==> config.mk <==
export PLATFORM = sky130hd
export DESIGN_NAME = hrddr_serializer
export DESIGN_NICKNAME = d
export VERILOG_FILES = /design/src/rtl/hrddr_pkg.sv /design/src/rtl/hrddr_tick_gen.sv /design/src/rtl/hrddr_hr2sdr.sv /design/src/rtl/hrddr_ddr_data.sv /design/src/rtl/hrddr_ddr_oe.sv /design/src/rtl/hrddr_serializer.sv
export SDC_FILE = /design/constraint.sdc
export NUM_CORES = 1
export LEC_CHECK = 0
export ABC_AREA = 1
export CAP_MARGIN = 25
export CORE_UTILIZATION = 54
export DETAILED_ROUTE_END_ITERATION = 10
export DONT_BUFFER_PORTS = 1
export GPL_TIMING_DRIVEN = 0
export PLACE_DENSITY = 0.73
export SETUP_SLACK_MARGIN = 0.4
export SYNTH_ARGS = -nofsm -noshare
export SYNTH_HDL_FRONTEND = slang
export SYNTH_SLANG_ARGS = --single-unit
==> constraint.sdc <==
create_clock -name clk -period 1.2 [get_ports clk]
set_clock_uncertainty 0.15 [all_clocks]
set_input_delay 0.24 -clock clk [delete_from_list [all_inputs] [get_ports clk]]
set_output_delay 0.24 -clock clk [all_outputs]
set_load 0.01 [all_outputs]
==> src/rtl/hrddr_pkg.sv <==
package hrddr_pkg;

    typedef enum logic [1:0] {
        MODE_DDR      = 2'd0,
        MODE_SDR_REG  = 2'd1,
        MODE_SDR_COMB = 2'd2,
        MODE_SDR_ALT  = 2'd3
    } out_mode_e;

    // Cycles from the cycle a word is taken to the cycle its first slot is driven
    localparam int unsigned LAT_HR_DDR      = 2;
    localparam int unsigned LAT_HR_SDR_REG  = 2;
    localparam int unsigned LAT_HR_SDR_COMB = 1;
    localparam int unsigned LAT_BY_DDR      = 1;
    localparam int unsigned LAT_BY_SDR_REG  = 1;
    localparam int unsigned LAT_BY_SDR_COMB = 0;

    function automatic logic mode_is_registered(out_mode_e m);
        return (m == MODE_DDR) || (m == MODE_SDR_REG);
    endfunction

    function automatic int unsigned path_latency(logic hr_bypass, out_mode_e m);
        if (hr_bypass)
            return mode_is_registered(m) ? LAT_BY_DDR : LAT_BY_SDR_COMB;
        return mode_is_registered(m) ? LAT_HR_DDR : LAT_HR_SDR_COMB;
    endfunction

endpackage

==> src/rtl/hrddr_tick_gen.sv <==
module hrddr_tick_gen (
    input  logic clk,
    input  logic rst,
    output logic hr_tick
);
    typedef struct packed {
        logic phase;
    } tick_st_t;

    tick_st_t st_d, st_q;

    always_comb begin
        st_d       = st_q;
        st_d.phase = ~st_q.phase;
    end

    always_ff @(posedge clk) begin
        if (rst) st_q <= '0;
        else     st_q <= st_d;
    end

    assign hr_tick = ~st_q.phase;


    tick_fall_chk: assert property (@(posedge clk) disable iff (rst)
        hr_tick |=> !hr_tick);

    tick_rise_chk: assert property (@(posedge clk) disable iff (rst)
        !hr_tick |=> hr_tick);

endmodule

==> src/rtl/hrddr_hr2sdr.sv <==
module hrddr_hr2sdr #(
    parameter int unsigned SLOT_W = 8
) (
    input  logic                clk,
    input  logic                rst,
    input  logic                hr_tick,
    input  logic                bypass,
    input  logic [2*SLOT_W-1:0] word_in,
    output logic [SLOT_W-1:0]   slot_out
);
    localparam int unsigned WORD_W = 2 * SLOT_W;

    typedef struct packed {
        logic [WORD_W-1:0] hold;
    } hr_st_t;

    hr_st_t st_d, st_q;

    always_comb begin
        st_d = st_q;
        if (hr_tick) st_d.hold = word_in;
    end

    always_ff @(posedge clk) begin
        if (rst) st_q <= '0;
        else     st_q <= st_d;
    end

    // The cycle after a load carries the low slot; the next strobe cycle the high slot
    always_comb begin
        if (bypass)       slot_out = word_in[SLOT_W-1:0];
        else if (hr_tick) slot_out = st_q.hold[WORD_W-1:SLOT_W];
        else              slot_out = st_q.hold[SLOT_W-1:0];
    end


    low_slot_chk: assert property (@(posedge clk) disable iff (rst)
        (!bypass && $past(hr_tick) && !$past(rst))
        |-> slot_out == $past(word_in[SLOT_W-1:0]));

    high_slot_chk: assert property (@(posedge clk) disable iff (rst)
        (!bypass && hr_tick && !$past(rst) && !$past(rst, 2))
        |-> slot_out == $past(word_in[WORD_W-1:SLOT_W], 2));

endmodule

==> src/rtl/hrddr_ddr_data.sv <==
module hrddr_ddr_data
    import hrddr_pkg::*;
#(
    parameter int unsigned W = 4
) (
    input  logic         clk,
    input  logic         rst,
    input  out_mode_e    mode,
    input  logic [W-1:0] even_in,
    input  logic [W-1:0] odd_in,
    output logic [W-1:0] rise_out,
    output logic [W-1:0] fall_out
);
    typedef struct packed {
        logic [W-1:0] reg_a;
        logic [W-1:0] reg_b;
    } dd_st_t;

    dd_st_t st_d, st_q;

    always_comb begin
        st_d       = st_q;
        st_d.reg_a = even_in;
        st_d.reg_b = odd_in;
    end

    always_ff @(posedge clk) begin
        if (rst) st_q <= '0;
        else     st_q <= st_d;
    end

    always_comb begin
        unique case (mode)
            MODE_DDR: begin
                rise_out = st_q.reg_a;
                fall_out = st_q.reg_b;
            end
            MODE_SDR_REG: begin
                rise_out = st_q.reg_a;
                fall_out = st_q.reg_a;
            end
            default: begin
                rise_out = even_in;
                fall_out = even_in;
            end
        endcase
    end


    ddr_pair_chk: assert property (@(posedge clk) disable iff (rst)
        (mode == MODE_DDR && !$past(rst))
        |-> (rise_out == $past(even_in)) && (fall_out == $past(odd_in)));

    sdr_reg_chk: assert property (@(posedge clk) disable iff (rst)
        (mode == MODE_SDR_REG && !$past(rst))
        |-> (rise_out == $past(even_in)) && (fall_out == $past(even_in)));

endmodule

==> src/rtl/hrddr_ddr_oe.sv <==
module hrddr_ddr_oe
    import hrddr_pkg::*;
(
    input  logic      clk,
    input  logic      rst,
    input  out_mode_e mode,
    input  logic      oe_in,
    output logic      oe_rise,
    output logic      oe_fall
);
    typedef struct packed {
        logic oe_a;
        logic oe_b;
    } oe_st_t;

    oe_st_t st_d, st_q;

    // Register B trails register A by one slot; ORing them stretches the drive
    always_comb begin
        st_d      = st_q;
        st_d.oe_a = oe_in;
        st_d.oe_b = st_q.oe_a;
    end

    always_ff @(posedge clk) begin
        if (rst) st_q <= '0;
        else     st_q <= st_d;
    end

    always_comb begin
        unique case (mode)
            MODE_DDR: begin
                oe_rise = st_q.oe_a | st_q.oe_b;
                oe_fall = st_q.oe_a;
            end
            MODE_SDR_REG: begin
                oe_rise = st_q.oe_a;
                oe_fall = st_q.oe_a;
            end
            default: begin
                oe_rise = oe_in;
                oe_fall = oe_in;
            end
        endcase
    end


    oe_stretch_chk: assert property (@(posedge clk) disable iff (rst)
        (mode == MODE_DDR && !$past(rst) && !$past(rst, 2))
        |-> (oe_rise == ($past(oe_in) | $past(oe_in, 2))) && (oe_fall == $past(oe_in)));

    oe_sdr_chk: assert property (@(posedge clk) disable iff (rst)
        (mode == MODE_SDR_REG && !$past(rst))
        |-> (oe_rise == $past(oe_in)) && (oe_fall == $past(oe_in)));

endmodule

==> src/rtl/hrddr_serializer.sv <==
module hrddr_serializer
    import hrddr_pkg::*;
#(
    parameter int unsigned LANES = 4
) (
    input  logic               clk,
    input  logic               rst,
    input  logic               cfg_hr_bypass,
    input  logic [1:0]         cfg_out_mode,
    input  logic [4*LANES-1:0] core_wdata,
    input  logic [1:0]         core_oe,
    output logic               hr_tick,
    output logic [LANES-1:0]   dq_rise,
    output logic [LANES-1:0]   dq_fall,
    output logic [LANES-1:0]   dq_pin,
    output logic               oe_rise,
    output logic               oe_fall,
    output logic               oe_pin
);
    localparam int unsigned SLOT_W = 2 * LANES;

    out_mode_e              mode;
    logic [2*SLOT_W-1:0]    data_word;
    logic [SLOT_W-1:0]      data_slot;
    logic                   oe_slot;

    assign mode = out_mode_e'(cfg_out_mode);

    // Slot layout: [LANES-1:0] even bits, [2*LANES-1:LANES] odd bits
    for (genvar l = 0; l < LANES; l++) begin : g_lane_map
        assign data_word[l]                   = core_wdata[4*l];
        assign data_word[LANES + l]           = core_wdata[4*l + 1];
        assign data_word[SLOT_W + l]          = core_wdata[4*l + 2];
        assign data_word[SLOT_W + LANES + l]  = core_wdata[4*l + 3];
    end

    hrddr_tick_gen u_tick (
        .clk     (clk),
        .rst     (rst),
        .hr_tick (hr_tick)
    );

    hrddr_hr2sdr #(.SLOT_W(SLOT_W)) u_data_hr (
        .clk      (clk),
        .rst      (rst),
        .hr_tick  (hr_tick),
        .bypass   (cfg_hr_bypass),
        .word_in  (data_word),
        .slot_out (data_slot)
    );

    hrddr_hr2sdr #(.SLOT_W(1)) u_oe_hr (
        .clk      (clk),
        .rst      (rst),
        .hr_tick  (hr_tick),
        .bypass   (cfg_hr_bypass),
        .word_in  (core_oe),
        .slot_out (oe_slot)
    );

    hrddr_ddr_data #(.W(LANES)) u_data_ddr (
        .clk      (clk),
        .rst      (rst),
        .mode     (mode),
        .even_in  (data_slot[LANES-1:0]),
        .odd_in   (data_slot[SLOT_W-1:LANES]),
        .rise_out (dq_rise),
        .fall_out (dq_fall)
    );

    hrddr_ddr_oe u_oe_ddr (
        .clk     (clk),
        .rst     (rst),
        .mode    (mode),
        .oe_in   (oe_slot),
        .oe_rise (oe_rise),
        .oe_fall (oe_fall)
    );

    // Pin-level mux: the high clock phase carries the rise-half values
    always_comb begin
        dq_pin = clk ? dq_rise : dq_fall;
        oe_pin = clk ? oe_rise : oe_fall;
    end


    sdr_comb_chk: assert property (@(posedge clk) disable iff (rst)
        (!mode_is_registered(mode) && cfg_hr_bypass)
        |-> (dq_rise == core_wdata_even0()) && (dq_fall == dq_rise));

    function automatic logic [LANES-1:0] core_wdata_even0();
        logic [LANES-1:0] v;
        for (int l = 0; l < LANES; l++) v[l] = core_wdata[4*l];
        return v;
    endfunction

endmodule

==> results of run 1 <==
-- synthesized netlist by cell type --
cell type,instances
a31oi_1,4
o22ai_1,5
nor2_1,26
inv_2,3
nand2_1,67
buf_2,2
nand3_2,2
o21ai_0,13
a21oi_1,4
inv_1,13
buf_4,2
dfxtp_1,29
nand3_1,13
buf_6,2
clkbuf_1,2
o211ai_1,1
-- through the flow --
stage          instance area, µm²  instances
3_5_place_dp                 1430        216
4_1_cts                      1890        256
2_1_floorplan                1400        188
3_3_place_gp                 1430        216
-- repair_timing --
item | CTS
hold endpoints to repair | 29
endpoints found under the setup margin | 52
hold buffers | 18
resized for setup | 21
pin swaps | 6
buffers inserted | 4
gates cloned | 2
-- logic make-up after synthesis --
group | synth area share
flops | 0.454
buf+inv | 0.0900
simple gates | 0.340
compound gates | 0.116
==> results.cfg, run 1 <==
[outcome]
outcome = aborted with a tool error
haltStage = global routing (5_1_grt)
firstError = [ERROR DPL-0038] Utilization greater than 100%, impossible to legalize

[synth]
synth.top_cell.area_share = 0.454
synth_nets = 211
seq_area_frac_synth = 0.454
netlist_area_mm2 = 0.00128
synthCells = 188
synth.avg_cell_area_um2 = 6.80
yosys.area.top_type = dfxtp_1
netlist_top_cells_area = dfxtp_1 (45%), nand2_1 (20%), nor2_1 (7.6%), nand3_1 (5.1%), o21ai_0 (5.1%)
ys_ff_latch = 29
ys_types = 16
ys_warn_count = 0

[floorplan]
ioPinCount = 39
start_util = 0.578
dieWidth_um = 50.7
die_h_um = 50.7
num_rows = 17

[timing]
endpoint_type = output port
crit_endpoint = dq_pin[0]

[global_route]
grt_start_max_net_pins = 13

[placement]
dp_hpwl_um = 1990
place.port_buffers = 0
gp_congestion = 0.801
dp_slack_ns = -0.178
==> run 2, diff against run 1 <==
Settings changed: CORE_AREA set to 2 2 63 65, CORE_UTILIZATION 54 to unset, DIE_AREA set to 0 0 65 67, PLACE_DENSITY 0.73 to unset, PLACE_DENSITY_LB_ADDON set to 0.15, SETUP_SLACK_MARGIN 0.4 to unset.
Clock period 1.2 ns to 1.6 ns, I/O delays scaled along.
==> run 2 against run 1 <==
The flow now finishes, with violations (negative setup slack). Synthesized cell count unchanged. Area after synthesis is the same.
==> results.cfg, run 2 <==
[outcome]
outcome = complete, but fails checks
violations = negative setup slack

[finish]
drive_gt1_frac = 0.339
syn_to_final_growth_pct = 53.7
stdcell_count = 266
layout_commonest_cell = nand2_1
nFillCells = 343
postLayoutCellArea_mm2 = 0.00197
final_nets = 240
regMostFlops = u_data_hr.st_q
n_antenna_cell = 0
reg_top3 = u_data_hr.st_q x16, u_data_ddr.st_q x8, u_oe_hr.st_q x2
largest_reg_flops = 16
final_cell_mix = nand2_1 (38), dfxtp_1 (28), nor2_1 (26), nand2_4 (15), nand2_2 (14)

[drt]
drcViolationCount = 0
wl_per_cell_um = 13.5
dr.pass1.iters = 4
via_per_inst = 4.88
drtAntennaViolNets = 0
vias = 1297
drt_iter0_markers = 22
finalWirelength_um = 3580

[timing]
relSlewSlack = 0.682
fin_setup_tns_ns = -0.643
fmax_ghz = 0.578
period_needed_ns = 1.74
rsz0062_at_grt = yes
tightest_slew_ns = 0.477
finalCritPeriodShare = 1.08
holdWs_ns = 0.00732
final.setup.worst_slack_ns = -0.135
setup_viol = 15
finalMaxSlewViolations = 0
hold_violations = 0

[floorplan]
num_rows = 22
core_area_mm2 = 0.00361
ioPinCount = 39
start_util = 0.355
dieArea_mm2 = 0.00436
dieWidth_um = 65
die_h_um = 67

[synth]
netlist_top_cells_area = dfxtp_1 (45%), nand2_1 (20%), nor2_1 (7.6%), nand3_1 (5.1%), o21ai_0 (5.1%)
async_flop_share = 0
synth.top_cell.area_share = 0.454
synth_nets = 211
ys_ff_latch = 29
ys_types = 16
netlist_area_mm2 = 0.00128
synthCells = 188
synth.avg_cell_area_um2 = 6.80
synth_edf_count = 0
yosys.area.top_type = dfxtp_1
seq_area_frac_synth = 0.454
ys_top_cells_by_count = nand2_1 (67), dfxtp_1 (29), nor2_1 (26)
yosysMostFrequentCell = nand2_1
ys_warn_count = 0
synth-main-ff-cell = dfxtp_1

[placement]
dp_hpwl_um = 2210
place_inst = 236
gp_congestion = 0.848
dpl_cell_area_mm2 = 0.00134
place.port_buffers = 0

[cts]
path_clk_slew_ns = 0.08
worstSkewPairLatency_ns = 0.27
tritoncts = yes

[worst_setup_path]
crit_fanout = 4
r2r_cells = 5
crit_end = dq_pin[2]
cp-end-kind = primary output
ff2ff_setup_slack_ns = 0.30
timing.rr.start = u_tick.st_q
crit_start = clk
required_ns = 1.13
arrival_ns = 1.27
critical_path_class = clk -> out
r2r-end = u_data_hr.st_q[13]
start_kind = clock port

[power_and_ir_drop]
irDropWorstVdd_v = 0.000579
p_leak_nw = 0.911
finalPower_mw = 2.42
power.density_mw_per_mm2 = 1230

[global_route]
antenna_found_initial = 0
grt_usage = 0.172
overflow = 0
grt_start_max_net_pins = 11
grt_pass1_vias = 1288
grt_pass1_wl_um = 5380

[hold_path]
hold_path_class = in -> reg

[job]
maxCapViolCount = 0
==> run 2: metal layers <==
metal	up-vias	track usage	wire [µm]
li1	659	-	-
met1	584	0.168	1420
met2	44	0.268	1820
met3	10	0.105	261
met4	0	0.125	79
met5	-	0	0
==> run 2: final cells by class <==
class	count	area, µm²	share of cell area
inverter	15	58.8	0.0299
clock inverter	8	37.5	0.0191
buffer	8	81.3	0.0414
tap	48	60.1	0.0306
timing repair buffer	13	138	0.0700
multi-input combinational	135	858	0.437
clock buffer	10	148	0.0751
sequential	29	584	0.297
==> run 2: cells by family (layout without fill, tap and decap cells) <==
family / after synthesis / after routing / share of synthesized area
buf+inv: 24 / 54 / 0.0900
flops: 29 / 29 / 0.454
simple gates: 108 / 108 / 0.340
compound gates: 27 / 27 / 0.116
==> run 2: worst min-delay path by stage <==
stage	endpoint	slack [ns]	startpoint	depth (start not counted)
floorplan	u_oe_ddr.st_q[0]	0.25	u_oe_ddr.st_d[0]	2
global route	u_data_ddr.st_q[0]	0.0009	core_wdata[1]	2
CTS	u_data_ddr.st_q[0]	0.002	core_wdata[1]	2
finish	u_data_ddr.st_q[0]	0.007	core_wdata[1]	2
detailed placement	u_oe_ddr.st_q[0]	0.27	u_oe_ddr.st_d[0]	2
global placement	u_oe_ddr.st_q[0]	0.27	u_oe_ddr.st_d[0]	2
==> run 2: timing repair <==
item                                   in CTS  in global routing
endpoints found under the hold margin       6                  0
setup endpoints to repair                  24                 24
gates cloned                                0                  1
hold buffers                                6                  0
setup buffers                               6                  2
pin swaps                                  20                 16
resized for setup                          48                 37
==> run 2: worst max-delay path: stages <==
cell	delay, ns
clkbuf_16	0.14
clkbuf_16	0.14
inv_1	0.06
nand2_2	0.05
nand2_2	0.08
==> run 2: per-stage QoR <==
| stage | worst slack, ns | utilization |
|---|---|---|
| after floorplan | 0.0812 | - |
| after global routing | -0.197 | 0.545 |
| after CTS | -0.139 | 0.482 |
| after detailed placement | 0.0328 | 0.371 |
| final | -0.135 | 0.545 |
| after global placement | 0.0457 | 0.371 |
==> run 2: where the power goes <==
part	internal, mW	leakage, nW	total [mW]	switching [mW]
combinational	0.139	0.530	0.332	0.193
sequential	0.776	0.242	0.806	0.0305
clock	0.714	0.140	1.28	0.569
total	1.63	0.911	2.42	0.793
Power figures use the tool's default switching activity.
